### config.mk
export PLATFORM = sky130hd
export DESIGN_NAME = ocf_unit
export DESIGN_NICKNAME = d
export VERILOG_FILES = /design/src/rtl/ocf_pkg.sv /design/src/rtl/ocf_timer.sv /design/src/rtl/ocf_regs.sv /design/src/rtl/ocf_pins.sv /design/src/rtl/ocf_unit.sv
export SDC_FILE = /design/constraint.sdc
export NUM_CORES = 1
export LEC_CHECK = 0
export BUFFER_PORTS_ARGS = -buffer_cell sky130_fd_sc_hd__buf_2
export CAP_MARGIN = 0
export CELL_PAD_IN_SITES_DETAIL_PLACEMENT = 1
export CELL_PAD_IN_SITES_GLOBAL_PLACEMENT = 2
export CORE_AREA = 2 2 192 100
export CTS_CLUSTER_SIZE = 28
export DETAILED_ROUTE_END_ITERATION = 6
export DIE_AREA = 0 0 194 102
export PLACE_DENSITY = 0.86
export SETUP_SLACK_MARGIN = 0.5
export SYNTH_ARGS = -nofsm -noshare
export SYNTH_HDL_FRONTEND = slang
export SYNTH_SLANG_ARGS = --single-unit
### constraint.sdc
create_clock -name clk -period 5.3 [get_ports clk]
set_input_delay 1.06 -clock clk [delete_from_list [all_inputs] [get_ports clk]]
set_output_delay 1.06 -clock clk [all_outputs]
set_load 0.1 [all_outputs]
### src/rtl/ocf_pkg.sv
package ocf_pkg;
    typedef enum logic [1:0] {
        ACT_NONE   = 2'b00,
        ACT_TOGGLE = 2'b01,
        ACT_CLEAR  = 2'b10,
        ACT_SET    = 2'b11
    } act_e;
endpackage

### src/rtl/ocf_timer.sv
module ocf_timer #(
    parameter int TW = 16
) (
    input  logic          clk,
    input  logic          rst_n,
    output logic [TW-1:0] cnt_o
);
    logic [TW-1:0] cnt_d, cnt_q;

    always_comb begin
        cnt_d = cnt_q + TW'(1);
    end

    always_ff @(posedge clk or negedge rst_n) begin
        if (!rst_n) cnt_q <= '0;
        else        cnt_q <= cnt_d;
    end

    assign cnt_o = cnt_q;

    p_tick_r1: assert property (@(posedge clk) disable iff (!rst_n)
        1'b1 |=> (cnt_q == $past(cnt_q) + TW'(1)));
endmodule

### src/rtl/ocf_regs.sv
module ocf_regs #(
    parameter int NCH = 5,
    parameter int TW  = 16,
    parameter int AW  = 4
) (
    input  logic                   clk,
    input  logic                   rst_n,
    input  logic                   wr_en,
    input  logic [AW-1:0]          wr_addr,
    input  logic [1:0]             wr_be,
    input  logic [15:0]            wr_data,
    input  logic [AW-1:0]          rd_addr,
    input  logic [NCH-1:0]         flags_i,
    output logic [15:0]            rd_data,
    output logic [NCH-1:0][TW-1:0] cmp_o,
    output logic [NCH-1:0]         mask_o,
    output logic [NCH-1:0]         data_o,
    output logic [2*(NCH-1)-1:0]   act_o,
    output logic [NCH-1:0]         dir_o,
    output logic [NCH-1:0]         force_o,
    output logic [NCH-1:0]         flag_clr_o
);
    localparam int A_MASK  = NCH;
    localparam int A_ACT   = NCH + 1;
    localparam int A_FORCE = NCH + 2;
    localparam int A_DIR   = NCH + 3;
    localparam int A_FLAG  = NCH + 4;
    localparam int ACTW    = 2 * (NCH - 1);

    typedef struct packed {
        logic [NCH-1:0][TW-1:0] cmp;
        logic [NCH-1:0]         mask;
        logic [NCH-1:0]         data;
        logic [ACTW-1:0]        act;
        logic [NCH-1:0]         dir;
        logic [7:0]             aux;
    } regs_t;

    regs_t st_d, st_q;

    always_comb begin
        st_d = st_q;
        if (wr_en) begin
            for (int k = 0; k < NCH; k++) begin
                if (wr_addr == AW'(k)) begin
                    for (int b = 0; b < TW; b++)
                        if (wr_be[b/8]) st_d.cmp[k][b] = wr_data[b];
                end
            end
            if (wr_addr == AW'(A_MASK)) begin
                if (wr_be[0]) st_d.mask = wr_data[NCH-1:0];
                if (wr_be[1]) st_d.data = wr_data[8 +: NCH];
            end
            if (wr_addr == AW'(A_ACT)) begin
                for (int b = 0; b < ACTW; b++)
                    if (wr_be[b/8]) st_d.act[b] = wr_data[b];
            end
            if (wr_addr == AW'(A_FORCE) && wr_be[0]) st_d.aux = wr_data[7:0];
            if (wr_addr == AW'(A_DIR) && wr_be[0])   st_d.dir = wr_data[NCH-1:0];
        end
    end

    always_ff @(posedge clk or negedge rst_n) begin
        if (!rst_n) st_q <= '0;
        else        st_q <= st_d;
    end

    always_comb begin
        force_o    = '0;
        flag_clr_o = '0;
        if (wr_en && wr_addr == AW'(A_FORCE) && wr_be[1]) force_o    = wr_data[8 +: NCH];
        if (wr_en && wr_addr == AW'(A_FLAG) && wr_be[0])  flag_clr_o = wr_data[NCH-1:0];
    end

    always_comb begin
        rd_data = '0;
        for (int k = 0; k < NCH; k++)
            if (rd_addr == AW'(k)) rd_data = 16'(st_q.cmp[k]);
        if (rd_addr == AW'(A_MASK)) begin
            rd_data[NCH-1:0]  = st_q.mask;
            rd_data[8 +: NCH] = st_q.data;
        end
        if (rd_addr == AW'(A_ACT))   rd_data = 16'(st_q.act);
        if (rd_addr == AW'(A_FORCE)) rd_data = {8'h00, st_q.aux};
        if (rd_addr == AW'(A_DIR))   rd_data = 16'(st_q.dir);
        if (rd_addr == AW'(A_FLAG))  rd_data = 16'(flags_i);
    end

    assign cmp_o  = st_q.cmp;
    assign mask_o = st_q.mask;
    assign data_o = st_q.data;
    assign act_o  = st_q.act;
    assign dir_o  = st_q.dir;

    p_aux_keep_r9: assert property (@(posedge clk) disable iff (!rst_n)
        (wr_en && wr_addr == AW'(A_FORCE) && !wr_be[0]) |=> $stable(st_q.aux));
endmodule

### src/rtl/ocf_pins.sv
module ocf_pins
    import ocf_pkg::*;
#(
    parameter int NCH = 5,
    parameter int TW  = 16
) (
    input  logic                   clk,
    input  logic                   rst_n,
    input  logic [TW-1:0]          cnt_i,
    input  logic [NCH-1:0][TW-1:0] cmp_i,
    input  logic [NCH-1:0]         mask_i,
    input  logic [NCH-1:0]         data_i,
    input  logic [2*(NCH-1)-1:0]   act_i,
    input  logic [NCH-1:0]         force_i,
    input  logic [NCH-1:0]         clr_i,
    output logic [NCH-1:0]         level_o,
    output logic [NCH-1:0]         flags_o
);
    typedef struct packed {
        logic [NCH-1:0] out;
        logic [NCH-1:0] flg;
    } pin_t;

    pin_t st_d, st_q;
    logic [NCH-1:0]   match;
    logic [NCH-1:0]   ev;
    logic [2*NCH-1:0] act_all;

    always_comb begin
        for (int i = 0; i < NCH; i++) match[i] = (cnt_i == cmp_i[i]);
        ev      = match | force_i;
        act_all = {act_i, 2'b00};
        st_d    = st_q;
        for (int i = 0; i < NCH; i++) begin
            if (ev[i]) begin
                unique case (act_e'(act_all[2*i +: 2]))
                    ACT_TOGGLE: st_d.out[i] = ~st_q.out[i];
                    ACT_CLEAR:  st_d.out[i] = 1'b0;
                    ACT_SET:    st_d.out[i] = 1'b1;
                    default:    st_d.out[i] = st_q.out[i];
                endcase
            end
            if (ev[0] && mask_i[i]) st_d.out[i] = data_i[i];
        end
        st_d.flg = (st_q.flg & ~clr_i) | match;
    end

    always_ff @(posedge clk or negedge rst_n) begin
        if (!rst_n) st_q <= '0;
        else        st_q <= st_d;
    end

    assign level_o = st_q.out;
    assign flags_o = st_q.flg;

    for (genvar g = 0; g < NCH; g++) begin : g_chk
        p_master_wins_r5: assert property (@(posedge clk) disable iff (!rst_n)
            (ev[0] && mask_i[g]) |=> (st_q.out[g] == $past(data_i[g])));
        p_hold_r3: assert property (@(posedge clk) disable iff (!rst_n)
            (!ev[g] && !(ev[0] && mask_i[g])) |=> (st_q.out[g] == $past(st_q.out[g])));
        p_no_force_flag_r8: assert property (@(posedge clk) disable iff (!rst_n)
            (!st_q.flg[g] && !match[g]) |=> !st_q.flg[g]);
        p_w1c_r2: assert property (@(posedge clk) disable iff (!rst_n)
            (clr_i[g] && !match[g]) |=> !st_q.flg[g]);
    end
endmodule

### src/rtl/ocf_unit.sv
module ocf_unit #(
    parameter int NCH = 5,
    parameter int TW  = 16,
    parameter int AW  = 4
) (
    input  logic           clk,
    input  logic           rst_n,
    input  logic           wr_en,
    input  logic [AW-1:0]  wr_addr,
    input  logic [1:0]     wr_be,
    input  logic [15:0]    wr_data,
    input  logic [AW-1:0]  rd_addr,
    output logic [15:0]    rd_data,
    output logic [TW-1:0]  tcnt,
    output logic [NCH-1:0] pin_out,
    output logic [NCH-1:0] pin_oe,
    output logic [NCH-1:0] flags
);
    logic [NCH-1:0][TW-1:0] cmp;
    logic [NCH-1:0]         mask, data, dir, frc, clr, level;
    logic [2*(NCH-1)-1:0]   act;

    ocf_timer #(.TW(TW)) timer_i (
        .clk(clk), .rst_n(rst_n), .cnt_o(tcnt)
    );

    ocf_regs #(.NCH(NCH), .TW(TW), .AW(AW)) regs_i (
        .clk(clk), .rst_n(rst_n), .wr_en(wr_en), .wr_addr(wr_addr),
        .wr_be(wr_be), .wr_data(wr_data), .rd_addr(rd_addr),
        .flags_i(flags), .rd_data(rd_data), .cmp_o(cmp), .mask_o(mask),
        .data_o(data), .act_o(act), .dir_o(dir), .force_o(frc),
        .flag_clr_o(clr)
    );

    ocf_pins #(.NCH(NCH), .TW(TW)) pins_i (
        .clk(clk), .rst_n(rst_n), .cnt_i(tcnt), .cmp_i(cmp),
        .mask_i(mask), .data_i(data), .act_i(act), .force_i(frc),
        .clr_i(clr), .level_o(level), .flags_o(flags)
    );

    assign pin_oe  = dir;
    assign pin_out = level & dir;
endmodule

==> flow_results.org, run 1 <==
** Run status
- Run status :: finished clean

** Yosys
- For this run, the register share of the synthesized area comes to 45.1%.
- Fraction of synthesized area in multiplexers :: between 20% and 30%
- Number of enable flip-flop cells after synthesis :: 0
- The netlist uses 51 different library cells.
- For this run, the number of Yosys warnings is 0.
- XOR/XNOR share of the synthesized area :: between 10 and 15%
- Main synth FF type :: sky130_fd_sc_hd__dfrtp_1
- The mapped netlist covers 7600 sq um.
- Adder and majority cell fraction of the synthesized area :: less than 1%
- Synthesis produced 644 cells.
- Number of flip-flops and latches in the synthesized netlist :: 137
- Synth top area cells :: sky130_fd_sc_hd__dfrtp_1 (45%), sky130_fd_sc_hd__mux2_2 (17%), sky130_fd_sc_hd__xnor2_1 (6.3%), sky130_fd_sc_hd__xor2_1 (4.0%), sky130_fd_sc_hd__mux4_2 (3.0%)
- Of the total synthesized cell area, the portion taken by AND, OR, NAND and NOR gates is under 10%.
- The share of synthesized area in the top cell type comes to 45.1%.
- Synthesis produced a netlist with a net count of 676.
- Counting instances in the post-synthesis netlist gives the leading cell types as sky130_fd_sc_hd__dfrtp_1 (137), sky130_fd_sc_hd__mux2_2 (114), sky130_fd_sc_hd__xnor2_1 (55).
- Ys async rst share :: 100%
- A synthesized cell averages about 12 sq um.
- Area fraction in compound gates after synthesis :: 6.10%
- Most common cell in the netlist :: sky130_fd_sc_hd__dfrtp_1
- Combinational family with the most area after synthesis :: multiplexers
- Cell type contributing the most total cell area after synthesis :: sky130_fd_sc_hd__dfrtp_1

** CTS
- In this run the deepest clock path goes through 2 buffers.
- The tree is rooted in a sky130_fd_sc_hd__clkbuf_16.
- Clock-pin slew was measured on the worst setup and hold paths at 0.06 ns.
- Buffers inserted to repair hold after CTS numbered 0.
- Total clock buffers created by CTS :: 17
- CTS saw ~140 sinks.
- TritonCTS built the clock tree.
- Skew-Pair Late Insertion Delay :: about 0.43 ns
- Count of buffers added by post-CTS timing repair for setup :: 0
- Clock H-tree levels :: 4
- Count of instances resized after the clock tree is built :: 0

** STA
- Worst Tran Pin Value :: 1.09 ns
- The clock arrives with between 0.01 and 0.015 ns of skew.
- Setup repair after global routing left no endpoint under its margin.
- Setup-failing EPs final :: 0
- Total negative slack for setup checks :: 0 ns
- Hold violation count in the final report :: 0
- The number of max-slew violations in the final report was 0.
- After layout, the minimum clock period comes to 4.38 ns.
- Relative slew margins :: a little over a quarter
- Hold slack final :: around 0.5 ns
- In the finished design, the share of the clock period the worst path needs comes to 82.6%.
- Highest clock rate :: roughly 230 MHz

** Placed design
- Detailed placement ended at an HPWL of roughly 19000 um.
- In this run the cell area measured after placement is 8030 sq um.
- In this run the tool buffered the top-level ports with 75 buffer cells.
- Routability congestion estimate from global placement :: around 0.97

** Drt
- Total via count after detailed routing :: approximately 5500
- Vias per cell :: 5.85
- The first detailed-routing pass took 4 iterations.
- Once detail routing completed, the nets flagged for antenna violations numbered 0.
- Number of remaining DRC errors :: 0
- Wirelength per Cell :: 26.6 um
- Violation count after the first detailed-routing iteration :: 362
- Overall routed net length :: between 20000 and 30000 um

** Pwr
- In this run switching power makes up a little over a third of total power.
- In this run, flip-flops and latches consume 41.5% of the power.
- Across the VDD grid, the largest voltage drop is 0.214 mV.
- Total power per unit cell area :: 402 nW/um^2
- Power share of the combinational group :: between 20% and 30%
- For this design the total switching power over the nets is 1210 uW.
- The internal portion of the total power is 2250 uW.
- The clock network burns 34.4% of the power.
- P_leak :: just under 0.004 uW

** Global route
- Wire length of the first global-routing pass :: roughly 38000 um
- Number of global-route vias before repair :: 5830
- Pin count of the biggest net entering global routing :: ~100
- Antenna violations before repair :: 0
- Summed over all layers, the global routing overflow is 0.
- Overall Global Routing Usage :: 26.4%

** Die
- 76 I/O pins were placed.
- Num rows :: 35
- Initial Utilization :: between 40 and 50%
- The floorplan step defined a core boundary enclosing 18000 sq um.
- Measured along the x axis, the die boundary spans just under 200 um.
- Die area :: ~20000 sq um
- The die is about 100 um tall.

** Setup path
- Data on the critical path is required at its endpoint by 4.24 ns.
- Slowest library cell on the worst path :: sky130_fd_sc_hd__buf_2
- In this design, the critical path's most frequently occurring cell is sky130_fd_sc_hd__buf_2.
- Worst r2r src :: timer_i.cnt_o[1]
- Measured in cells, the most critical reg-to-reg path has a length of 6.
- CP delay by family, top :: buffers and inverters
- Setup slack on the worst reg-to-reg path comes out at 2.59 ns.
- Sum of buffers and inverters on the critical path :: 2
- End of the worst register-to-register path :: pins_i.level_o[1]
- In this run the worst path has a maximum fanout of 28.
- Number of cells on the critical path :: 7
- The worst setup path is captured at a primary output.
- CP peak stage delay :: ~0.57 ns
- By startpoint and endpoint, the worst setup path is classified as primary input to primary output.
- The worst setup path is launched from a primary input.
- Cell Chain, Critical Path :: buf_2 > and2b_1 > and2_1 > a21oi_1 > o221a_2 > o21ai_1 > buf_2
- At the worst endpoint, the arrival time is 3.32 ns.

** Final layout
- Layout cell share with drive strength beyond 1 :: 36.1%
- Area added between synthesis and finish :: 13.1%
- Summing all non-filler instances in the final layout gives an area of 8600 sq um.
- Total area of multi-input combinational cells :: 3890 sq um
- The number of antenna diodes in the final layout is 0.
- The final layout contains 727 nets.
- The sequential cells in the finished layout cover a total of 3430 sq um.
- Counting the fill cells in the layout gives 1927.

** Job
- Max-cap viol count :: 0

** Hold path
- The path with the worst hold slack has its endpoint at pins_i.flags_o[4].
- Min-delay src :: pins_i.flags_o[4]
- Worst hold path class :: flip-flop to flip-flop
- Along the worst hold path, the cell count comes to 1.
==> cells in the final DEF, fill, tap and decap left out, types with 6 or more instances in the layout <==
cell and instances:
sky130_fd_sc_hd__clkbuf_16 17, sky130_fd_sc_hd__mux2i_1 21, sky130_fd_sc_hd__nand4_1 14, sky130_fd_sc_hd__xnor2_1 55
sky130_fd_sc_hd__and3_1 6, sky130_fd_sc_hd__o21ai_0 12, sky130_fd_sc_hd__dfrtp_1 137, sky130_fd_sc_hd__and2_1 7
sky130_fd_sc_hd__nor2_1 31, sky130_fd_sc_hd__nand3_1 11, sky130_fd_sc_hd__a21oi_1 16, sky130_fd_sc_hd__nor4_1 10
sky130_fd_sc_hd__nand2_1 38, sky130_fd_sc_hd__xor2_1 35, sky130_fd_sc_hd__o22ai_1 7, sky130_fd_sc_hd__a2bb2oi_1 7
sky130_fd_sc_hd__buf_2 74, sky130_fd_sc_hd__mux2_2 114, sky130_fd_sc_hd__mux4_2 10
==> sequential cells by signal, summed over array words and instances (netlist names), 8 cells and up <==
name	cells
regs_i.st_q	8
timer_i.cnt_o	16
regs_i.act_o	8
regs_i.cmp_o	80
==> logic make-up (layout without fill, tap and decap cells) <==
group | count (synthesis) | in the layout
AO/OA/AOI/OAI | 70 | 70
AND/OR/NAND/NOR | 142 | 142
flip-flops | 137 | 137
XOR/XNOR | 94 | 94
buffers and inverters | 50 | 113
adder cells (fa/ha/maj) | 3 | 3
multiplexers | 148 | 148
==> worst max-delay path by stage <==
stage | from | to | slack [ns]
2_1_floorplan | rd_addr[0] | rd_data[10] | 0.77
3_3_place_gp | rd_addr[2] | rd_data[3] | 1.04
4_1_cts | rd_addr[2] | rd_data[2] | 0.91
6_report | rd_addr[2] | rd_data[2] | 0.92
3_5_place_dp | rd_addr[2] | rd_data[2] | 0.94
5_1_grt | rd_addr[2] | rd_data[3] | 0.78
==> stage by stage <==
stage / setup slack (ns) / util (%) / cells / power (uW)
after global placement: 1.04 / 44.5 / 916 / 2230
after CTS: 0.914 / 47.7 / 947 / 3460
after global routing: 0.783 / 47.7 / 947 / 3590
after detailed placement: 0.939 / 44.5 / 916 / 2270
final: 0.921 / 47.7 / 947 / 3460
after floorplan: 0.770 / - / 644 / 2020
==> per-layer routing <==
layer  vias up  track usage [%]  wire (um)
met5         -                0          0
met4         0             6.06        299
met3        22             9.17       2090
met2       183             35.6       9900
met1      2940             39.9      12900
li1       2395                -          -
==> layout make-up <==
type                       count  share of cell area [%]
multi-input combinational    457                    45.2
sequential                   137                    39.9
clock buffer                  19                    5.15
timing repair buffer          77                    4.61
tap                          240                    3.49
clock inverter                12                    1.48
inverter                       5                   0.218
==> worst register-to-register path, stage by stage, from the launching register on <==
cell,delay (ns)
sky130_fd_sc_hd__dfrtp_1,0.55
sky130_fd_sc_hd__xor2_1,0.25
sky130_fd_sc_hd__nor4_1,0.59
sky130_fd_sc_hd__nand4_1,0.35
sky130_fd_sc_hd__a21oi_1,0.24
sky130_fd_sc_hd__mux2_2,0.35
sky130_fd_sc_hd__mux2_4,0.26
==> power groups by stage <==
stage	clock network [uW]	registers, uW	logic [uW]
floorplan	0	1430	589
global placement	0	1430	802
detailed placement	0	1440	824
CTS	1200	1430	831
global route	1250	1460	884
finish	1190	1430	835
Note: power is estimated with default switching activity, not from simulation.
==> inputs of run 2 (changes only) <==
- ABC_AREA: not set -> 1
- CORE_AREA: 2 2 192 100 -> 2 2 231 119
- DIE_AREA: 0 0 194 102 -> 0 0 233 121
- PLACE_DENSITY: 0.86 -> 0.78
- clock period: 5.3 -> 3.8 ns (I/O delays scaled with it)
==> run 2 against run 1 <==
  * Combinational power up 46%
  * Total power up 44%
  * Clock-buffer cell count up 5
  * Routed wire length up 15%
  * Largest power group unchanged
==> flow_results.org, run 2 <==
** STA
- The transition time at the pin with the least slew margin was 0.888 ns (-0.205 ns).
- Static timing analysis puts the maximum clock frequency at 319 MHz.
- Final Max Slew Viols :: 0 (unchanged)
- Final min period :: 3.14 ns
- The hold violation total from the final report was 0 (unchanged).
- RSZ-0062 raised after global routing :: false
- Period utilisation layout :: 82.6%
- The sum of negative setup slack is 0 ns (unchanged).
- Maximum clock skew at final layout :: 0.00610 ns (-0.00673 ns)
- Final WS setup :: 0.661 ns (-0.260 ns)
- The relative slew slack is 40.8% (+14 points).
- Setup-failing EPs final :: 0 (unchanged)

** Global route
- The global router's overall resource usage was 21.4% (-5.0 points).
- Pin count of the biggest net entering global routing :: 88 (-13%)
- GR peak layer :: met2
- The leftover overflow at the end of global routing was 0 (unchanged).
- The met2 demand-to-capacity share in global routing was 34.1% (-1.6 points).
- The number of antenna violations at the first check in global routing came to 0 (unchanged).
- The global-route wire length before repair came to 44800 um (+18%).
- The met1 demand-to-capacity share in global routing was 30.5% (-9.4 points).
- The met3 routing resource usage after global routing was 3.52% (-5.7 points).
- Number of global-route vias before repair :: 7687 (+32%)

** CTS
- The clock latency at the later pin of the worst-skew pair was 0.44 ns (about the same).
- The tree is rooted in a sky130_fd_sc_hd__clkbuf_16.
- CTS Buffer Depth :: 2 (unchanged)
- The CTS H-tree depth was 4 (unchanged).
- CTS tree :: yes
- Clk slew on worst S/H paths :: 0.06 ns (about the same)
- Num Clock Sinks :: 137 (unchanged)
- The total clock buffers created by CTS is 17 (unchanged).

** Setup path
- The endpoint identified for the worst register-to-register timing path is timer_i.cnt_o[14].
- The worst setup path is launched from a primary input.
- Top fanout value on the critical path :: 6 (-79%)
- STA classifies the critical path endpoint as a primary output.
- The worst setup path is of the primary input to primary output kind.
- The endpoint required time on the critical path was 3.04 ns (-1.20 ns).
- Worst R2R Path Depth :: 8 (+2)
- Reg-to-reg setup timing slack :: 1.64 ns (-0.95 ns)
- Critical Path AT :: 2.38 ns (-0.94 ns)
- In this run the critical register-to-register path is launched from timer_i.cnt_o[0].

** Drt
- Violation count after the first detailed-routing iteration :: 505 (+40%)
- The average via count per standard cell is 4.85 (-17%).
- The detailed-routing iteration count for the pre-antenna-repair pass is 7 (+3).
- Wirelength per Cell :: 18.5 um (-30%)
- Overall routed net length :: 28800 um (+15%)
- The number of routed nets with antenna violations was 0 (unchanged).
- The number of DRC violations after detailed routing was 0 (unchanged).
- Total via count after detailed routing :: 7551 (+36%)

** Yosys
- Synth top area cells :: sky130_fd_sc_hd__dfrtp_1 (44%), sky130_fd_sc_hd__nand2_1 (22%), sky130_fd_sc_hd__o21ai_0 (7.8%), sky130_fd_sc_hd__inv_1 (6.5%), sky130_fd_sc_hd__nor2_1 (4.3%)
- Main synth FF type :: sky130_fd_sc_hd__dfrtp_1
- Area share of the largest cell type after synthesis :: 44.1% (-0.97 points)
- The number of distinct library cells after synthesis was 34 (-33%).
- Ys async rst share :: 100% (unchanged)
- Number of instances in the synthesized netlist :: 1124 (+75%)
- The netlist area before placement was 7770 sq um (+2.2%).
- The most common cell in the synthesized netlist is sky130_fd_sc_hd__nand2_1.
- The warning count from the yosys run was 0 (unchanged).
- Total nets after synthesis :: 1156 (+71%)
- The per-instance average area after synthesis came to 6.91 sq um (-41%).
- The number of flip-flops and latches in the synthesized netlist was 137 (unchanged).
- Most frequent cells after synthesis :: sky130_fd_sc_hd__nand2_1 (460), sky130_fd_sc_hd__dfrtp_1 (137), sky130_fd_sc_hd__inv_1 (134)
- Summed over all instances, the cell type with the most area after synthesis is sky130_fd_sc_hd__dfrtp_1.
- Number of enable flip-flop cells after synthesis :: 0 (unchanged)
- The portion of the post-synthesis area used by sequential elements was 44.1% (-0.97 points).

** Final layout
- Final net count :: 1225 (+69%)
- Leading cell type in the layout, fill and taps excluded :: sky130_fd_sc_hd__nand2_1
- The flip-flop count of the largest register, all copies and words added is 80 (unchanged).
- In the layout the commonest cells are sky130_fd_sc_hd__nand2_1 (460), sky130_fd_sc_hd__dfrtp_1 (137), sky130_fd_sc_hd__inv_1 (134).
- The fraction of final layout cells sized beyond drive strength 1 was 12.9% (-23 points).
- # fillers :: 3260 (+69%)
- Count of antenna diodes in the layout :: 0 (unchanged)
- Relative to the synthesized area, the layout overhead comes to 21.2%.

** Die
- Initial Utilization :: 29.8% (-12 points)
- Die height :: 121 um (+19%)
- Number of top-level pins :: 76 (unchanged)
- The core area came to 26100 sq um (+45%).
- Num rows :: 42 (+20%)
- Die Width :: 233 um (+20%)
- Die area :: 28200 sq um (+42%)

** Placed design
- The weighted congestion reported at the end of routability-driven placement came to 0.836 (-14%).
- The count of port buffers added during placement came to 75 (unchanged).
- Dpl hpwl :: 21300 um (+13%)
- DP Worst Slack :: 0.464 ns (-0.475 ns)

** Pwr
- The power density relative to cell area is 527 nW/um^2 (+31%).
- The leakage component of the power came to 0.00477 uW (+22%).
- The peak supply drop is 0.306 mV (+43%).

** Hold path
- The worst hold path belongs to the class primary input to asynchronous set/reset pin.

** Run status
- Run status :: finished clean

** Job
- Max-cap viol count :: 0 (unchanged)
==> run 2: final cells by class <==
class                           instances  area (sq um)  area share (%)
Inverter                              141           529            5.62
Clock inverter                          7           113            1.20
Sequential cell                       137          3430            36.4
Multi-Input combinational cell        810          3670            38.9
Timing Repair Buffer                   86           729            7.74
Tap cell                              352           440            4.68
Clock buffer                           24           512            5.43
==> run 2: logic make-up (layout without fill, tap and decap cells) <==
family                     after synthesis  count (layout)  synth area share [%]
and+or+nand+nor                        609             609                  31.4
buffers and inverters                  177             258                  9.42
adders and majority gates                3               3                 0.483
xor gates and xnor gates                22              22                  2.48
DFF                                    137             137                  44.1
AOI/OAI and AO/OA                      176             176                  12.1
==> run 2: layer usage <==
layer | wire (um) | vias to the layer above
met5 | 0 | -
met4 | 325 | 0
met3 | 1010 | 20
met2 | 13300 | 105
met1 | 14200 | 3790
li1 | - | 3636
==> run 2: per-stage QoR <==
step	utilization [%]	total power (uW)	cell area, sq um	hold slack (ns)	cells
after floorplan	-	2760	7820	0.446	1124
after global placement	33.5	3140	8760	0.471	1524
after detailed placement	33.5	3180	8760	0.481	1524
after CTS	36.0	4990	9390	0.451	1555
after global routing	36.1	5210	9420	0.486	1557
final	36.1	4960	9420	0.416	1557
==> run 2: what timing repair did <==
action,4_1_cts,5_1_grt
cloned,0,0
pin swaps,0,1
buffers inserted,0,2
setup endpoints to repair,2,5
hold buffers,0,0
gates resized for setup,1,1
==> run 2: how the worst max path moves through the flow <==
stage,from,end,slack [ns],cells past startpoint
6_report,rd_addr[3],rd_data[12],0.66,9
4_1_cts,rd_addr[3],rd_data[4],0.58,11
3_3_place_gp,rd_addr[3],rd_data[4],0.48,11
2_1_floorplan,rd_addr[1],rd_data[14],0.39,5
3_5_place_dp,rd_addr[3],rd_data[4],0.46,11
5_1_grt,rd_addr[3],rd_data[3],0.52,12
==> run 2: critical path: stages <==
cell and delay, ns:
sky130_fd_sc_hd__buf_2 0.12, sky130_fd_sc_hd__nor2_2 0.20, sky130_fd_sc_hd__nand2_1 0.17, sky130_fd_sc_hd__nor2_4 0.26
sky130_fd_sc_hd__buf_12 0.14, sky130_fd_sc_hd__buf_4 0.15, sky130_fd_sc_hd__a221oi_1 0.12, sky130_fd_sc_hd__a21oi_2 0.24
sky130_fd_sc_hd__buf_12 0.21
==> run 2: where the power goes <==
part / switching [uW] / internal (uW) / leakage, uW
Clock: 670 / 1130 / 0.000308
Combinational: 852 / 364 / 0.00269
Sequential: 245 / 1700 / 0.00177
